**src/rtl/useq_pkg.sv**
```systemverilog
package useq_pkg;

  typedef enum logic [2:0] {
    C_ALWAYS   = 3'd0,
    C_ZERO     = 3'd1,
    C_CARRY    = 3'd2,
    C_NEG      = 3'd3,
    C_OVF      = 3'd4,
    C_IRQ      = 3'd5,
    C_DISPATCH = 3'd6,
    C_NEVER    = 3'd7
  } cond_e;

  localparam int COND_W = 3;
  localparam int FLAG_W = 4;

  // Flag bit positions inside the flags vector
  localparam int F_Z = 0;
  localparam int F_C = 1;
  localparam int F_N = 2;
  localparam int F_V = 3;

  // Evaluate a branch condition; dispatch and never report not-met here
  function automatic logic cond_met(cond_e c, logic [FLAG_W-1:0] flg, logic irq);
    logic r;
    case (c)
      C_ALWAYS: r = 1'b1;
      C_ZERO:   r = flg[F_Z];
      C_CARRY:  r = flg[F_C];
      C_NEG:    r = flg[F_N];
      C_OVF:    r = flg[F_V];
      C_IRQ:    r = irq;
      default:  r = 1'b0;
    endcase
    return r;
  endfunction

endpackage

```
**src/rtl/useq_rom.sv**
```systemverilog
module useq_rom
  import useq_pkg::*;
#(
  parameter int AW  = 7,
  parameter int CW  = 12,
  parameter int OPW = 4
) (
  input  logic [AW-1:0] addr,
  output logic [CW:0]   word
);

  localparam int SW = AW - 1 - OPW;
  localparam logic [AW-1:0] IRQ_BASE = AW'(16);
  localparam logic [AW-1:0] IRQ_NEXT = AW'(17);

  function automatic logic [CW:0] ctl(logic [CW-1:0] sig);
    return {1'b0, sig};
  endfunction

  function automatic logic [CW:0] br(cond_e c, logic [AW-1:0] tgt);
    logic [CW:0] w;
    w = '0;
    w[CW] = 1'b1;
    w[AW+COND_W-1:AW] = c;
    w[AW-1:0] = tgt;
    return w;
  endfunction

  function automatic logic [CW:0] rom_at(logic [AW-1:0] a);
    logic [OPW-1:0] op;
    logic [SW-1:0]  off;
    logic [CW:0]    w;
    op  = a[AW-2 -: OPW];
    off = a[SW-1:0];
    if (a[AW-1]) begin
      if (off == SW'(0))      w = ctl(CW'(12'h100) | CW'(op));
      else if (off == SW'(1)) w = br(cond_e'(op[COND_W-1:0]), {a[AW-1:SW], {SW{1'b1}}});
      else if (off == SW'(2)) w = ctl(CW'(12'h200) | CW'(op));
      else                    w = br(C_ALWAYS, '0);
    end else begin
      case (a)
        AW'(0):   w = ctl(CW'(12'h001));
        AW'(1):   w = ctl(CW'(12'h006));
        AW'(2):   w = ctl(CW'(12'h008));
        AW'(3):   w = br(C_IRQ, IRQ_BASE);
        AW'(4):   w = br(C_DISPATCH, '0);
        IRQ_BASE: w = ctl(CW'(12'h020));
        IRQ_NEXT: w = ctl(CW'(12'h040));
        default:  w = br(C_ALWAYS, '0);
      endcase
    end
    return w;
  endfunction

  assign word = rom_at(addr);

endmodule

```
**src/rtl/useq_next.sv**
```systemverilog
module useq_next
  import useq_pkg::*;
#(
  parameter int AW  = 7,
  parameter int CW  = 12,
  parameter int OPW = 4
) (
  input  logic [AW-1:0]     car,
  input  logic [CW:0]       word,
  input  logic [FLAG_W-1:0] flags,
  input  logic              irq,
  input  logic [OPW-1:0]    opcode,
  output logic [AW-1:0]     nxt,
  output logic              is_branch,
  output logic              taken,
  output logic              dispatch,
  output cond_e             cond,
  output logic [AW-1:0]     target
);

  localparam int SW = AW - 1 - OPW;

  function automatic logic [AW-1:0] seq_addr(logic [AW-1:0] a);
    return a + AW'(1);
  endfunction

  function automatic logic [AW-1:0] slot_addr(logic [OPW-1:0] op);
    return {1'b1, op, {SW{1'b0}}};
  endfunction

  always_comb begin
    is_branch = word[CW];
    cond      = cond_e'(word[AW+COND_W-1:AW]);
    target    = word[AW-1:0];
    dispatch  = is_branch && (cond == C_DISPATCH);
    taken     = is_branch && cond_met(cond, flags, irq);
    if (dispatch)   nxt = slot_addr(opcode);
    else if (taken) nxt = target;
    else            nxt = seq_addr(car);
  end

endmodule

```
**src/rtl/useq_top.sv**
```systemverilog
module useq_top
  import useq_pkg::*;
#(
  parameter int AW  = 7,
  parameter int CW  = 12,
  parameter int OPW = 4
) (
  input  logic           clk,
  input  logic           rst_n,
  input  logic [3:0]     flags,
  input  logic           irq_pend,
  input  logic [OPW-1:0] opcode,
  output logic [CW-1:0]  ctrl_out,
  output logic [AW-1:0]  uaddr
);

  localparam int SW = AW - 1 - OPW;

  logic [AW-1:0] car;
  logic [CW:0]   cbr;
  logic [AW-1:0] nxt;
  logic [AW-1:0] rom_addr;
  logic [CW:0]   rom_word;
  logic          is_branch;
  logic          taken;
  logic          dispatch;
  cond_e         cond;
  logic [AW-1:0] target;

  useq_next #(.AW(AW), .CW(CW), .OPW(OPW)) u_next (
    .car(car), .word(cbr), .flags(flags), .irq(irq_pend), .opcode(opcode),
    .nxt(nxt), .is_branch(is_branch), .taken(taken), .dispatch(dispatch),
    .cond(cond), .target(target)
  );

  assign rom_addr = rst_n ? nxt : '0;

  useq_rom #(.AW(AW), .CW(CW), .OPW(OPW)) u_rom (
    .addr(rom_addr), .word(rom_word)
  );

  always_ff @(posedge clk) begin
    car <= rom_addr;
    cbr <= rom_word;
  end

  assign ctrl_out = cbr[CW] ? '0 : cbr[CW-1:0];
  assign uaddr    = car;


  reset_load_chk: assert property (@(posedge clk)
    !rst_n |=> (uaddr == '0) && (ctrl_out == CW'(1)));


  ctrl_step_chk: assert property (@(posedge clk) disable iff (!rst_n)
    !is_branch |=> uaddr == $past(uaddr) + AW'(1));


  branch_quiet_chk: assert property (@(posedge clk) disable iff (!rst_n)
    is_branch |-> ctrl_out == '0);


  never_fall_chk: assert property (@(posedge clk) disable iff (!rst_n)
    (is_branch && cond == C_NEVER) |=> uaddr == $past(uaddr) + AW'(1));


  always_jump_chk: assert property (@(posedge clk) disable iff (!rst_n)
    (is_branch && cond == C_ALWAYS) |=> uaddr == $past(target));


  taken_jump_chk: assert property (@(posedge clk) disable iff (!rst_n)
    taken |=> uaddr == $past(target));


  untaken_step_chk: assert property (@(posedge clk) disable iff (!rst_n)
    (is_branch && !taken && !dispatch) |=> uaddr == $past(uaddr) + AW'(1));


  dispatch_slot_chk: assert property (@(posedge clk) disable iff (!rst_n)
    dispatch |=> uaddr == {1'b1, $past(opcode), {SW{1'b0}}});

endmodule

```
**config.mk**
```make
export PLATFORM = sky130hd
export DESIGN_NAME = useq_top
export DESIGN_NICKNAME = d
export VERILOG_FILES = /design/src/rtl/useq_pkg.sv /design/src/rtl/useq_rom.sv /design/src/rtl/useq_next.sv /design/src/rtl/useq_top.sv
export SDC_FILE = /design/constraint.sdc
export NUM_CORES = 1
export LEC_CHECK = 0
export BUFFER_PORTS_ARGS = -buffer_cell sky130_fd_sc_hd__buf_2
export CORE_ASPECT_RATIO = 0.6
export CORE_MARGIN = 3
export CORE_UTILIZATION = 45
export DETAILED_ROUTE_END_ITERATION = 6
export HOLD_SLACK_MARGIN = 0.08
export PLACE_DENSITY = 0.69
export SYNTH_ARGS = -nofsm -noshare
export SYNTH_HDL_FRONTEND = slang
export SYNTH_HIERARCHICAL = 1
export SYNTH_SLANG_ARGS = --single-unit
```
**constraint.sdc**
```tcl
create_clock -name clk -period 5.91 [get_ports clk]
set_clock_uncertainty 0.1 [all_clocks]
set_input_delay 1.773 -clock clk [delete_from_list [all_inputs] [get_ports clk]]
set_output_delay 1.773 -clock clk [all_outputs]
set_load 0.01 [all_outputs]
```
==> metrics <==
outcome completed; Hold Path Depth 3; RD Place Congestion around 0.92; post-CTS setup buffer count 0; core area between 2000 and 2500 um^2; arrival time at the worst endpoint ~4000 ps; Sink Count 20; GR Layer Usage met2 about 28%; Placed Area 1300 um^2; DR pass1 iterations 4; unrepaired setup endpoints after global routing no; number of global-route vias before repair between 900 and 1,000; # resized after CTS 0; FF-to-FF End cbr[3]; worst hold start cbr[5]; Peak VDD IR 0.241 mV; Fillers 197; Initial Util between 50% and 60%; commonest non-fill, non-tap cell in the layout buf_2; path category of the worst min-delay check flop to flop; Crit. End Element flop; Leak ~0.58 nW; DP HPWL about 2200 um; Max-slew headroom between 50 and 60%; Final nets roughly 170; GR Util All Layers 18.5%; root cell of the clock tree clkbuf_8; drt wl/cell 15.5 um; worst slew pin tran between 700 and 800 ps; design area 1350 um^2; Synth Cell Area about 1200 um^2; multi-input combinational cell area slightly below 700 um^2; DR iter-0 viols between 50 and 60; R2R cell count 7; Syn Inst Count 128; critical path class input port to flop; clock latency on the worst-skew pair 260 ps; die area approximately 3200 um^2; first-pass GRT wire length ~4600 um; MaxCap Viol Count 0; setup_tns 0 ps; fin crit share about 66%; power per cell area between 500 and 600 nW/um^2; total of warnings raised by yosys 6; Post-Route WL approximately 2900 um; commonest non-fill, non-tap cells in the layout buf_2 (29), dfxtp_1 (20), a21oi_1 (9); R2R Setup Slk around 2900 ps; Tot Pwr about 0.00074 W; Max Fclk approximately 260 MHz; Area growth, synth to finish 17.5%; die height 45.2 um; share of cells above drive strength 1 34.6%; row count 13; GR Overflow Total 0; busiest grt layer met2; Inserted Diodes 0; DRC Markers 0; met3 GRT Util under 10%; CTS tree built; vias per cell 5.70; worst setup margin roughly 2000 ps; hold_buf cts 0; antenna violations before repair 0; Clock Pin Slew Worst Setup and Hold Paths 80 ps; CP startpoint kind input port; register area approximately 400 um^2; largest net degree at the start of global routing 16; pre-CTS WS about 1800 ps; Worst R2R Start cbr[12]; number of buffers created by CTS 3; worst path required time between 5000 and 6000 ps; Max FO, Critical Path 6; Tmin final 3910 ps; met1 global-route usage about a quarter; final setup fails 0; via count about 1,100; antenna viol nets, final 0; clock tree buffer depth 2; hold endpoint uaddr[5]; syn_area_per_cell ~9 um^2; Port-buffer cells 29; chip width 71.3 um; CTS H-tree lvls 1; I/O pin total 30; Final Hold Fails 0; Max Slew Vio Count 0
-- report_power, final --
group	switching [W]	internal [W]	total, W
Clock	0.0000461	0.0000593	0.000105
Combinational	0.000219	0.000179	0.000397
Sequential	0.0000572	0.000182	0.000239
-- cell type report --
type                            count  share of cell area, %
Multi-Input combinational cell     97                   51.2
Sequential cell                    20                   29.6
Timing Repair Buffer               29                   10.7
Clock buffer                        4                   4.07
Tap cell                           30                   2.78
Inverter                            6                   1.67
-- worst max-delay path, cell delays in order --
cell and delay [ps]:
buf_2 100, nor3b_1 370, nor4b_2 150, a2111oi_0 460, a211oi_1 90, and2_1 270, nor4_4 420, nand2_2 120
o32ai_1 220
-- per-stage QoR --
stage | util, % | hold slack [ps] | std cells
2_1_floorplan | - | 486 | 129
3_3_place_gp | 56.6 | 650 | 182
3_5_place_dp | 56.6 | 645 | 182
4_1_cts | 59.0 | 659 | 186
5_1_grt | 59.0 | 712 | 186
6_report | 59.0 | 669 | 186
-- metal layers --
metal | up-vias | wire length [um] | share of wire, %
met5 | - | 0 | 0
met4 | 0 | 21 | 0.73
met2 | 67 | 1220 | 42
li1 | 517 | - | -
met1 | 473 | 1320 | 46
met3 | 4 | 322 | 11
-- flip-flops by register name (all words and copies together), names as in the netlist --
name   flops
cbr       13
uaddr      7
-- how the worst max path moves through the flow --
stage	startpoint	end	slack, ps	depth (start not counted)
2_1_floorplan	flags[2]	cbr[3]	2210	8
3_3_place_gp	flags[2]	cbr[0]	1850	9
3_5_place_dp	flags[2]	cbr[0]	1790	9
4_1_cts	flags[2]	cbr[0]	2070	9
5_1_grt	flags[2]	cbr[3]	1840	9
6_report	flags[1]	cbr[0]	2000	9
No activity file was read; power rests on OpenSTA's default activity.
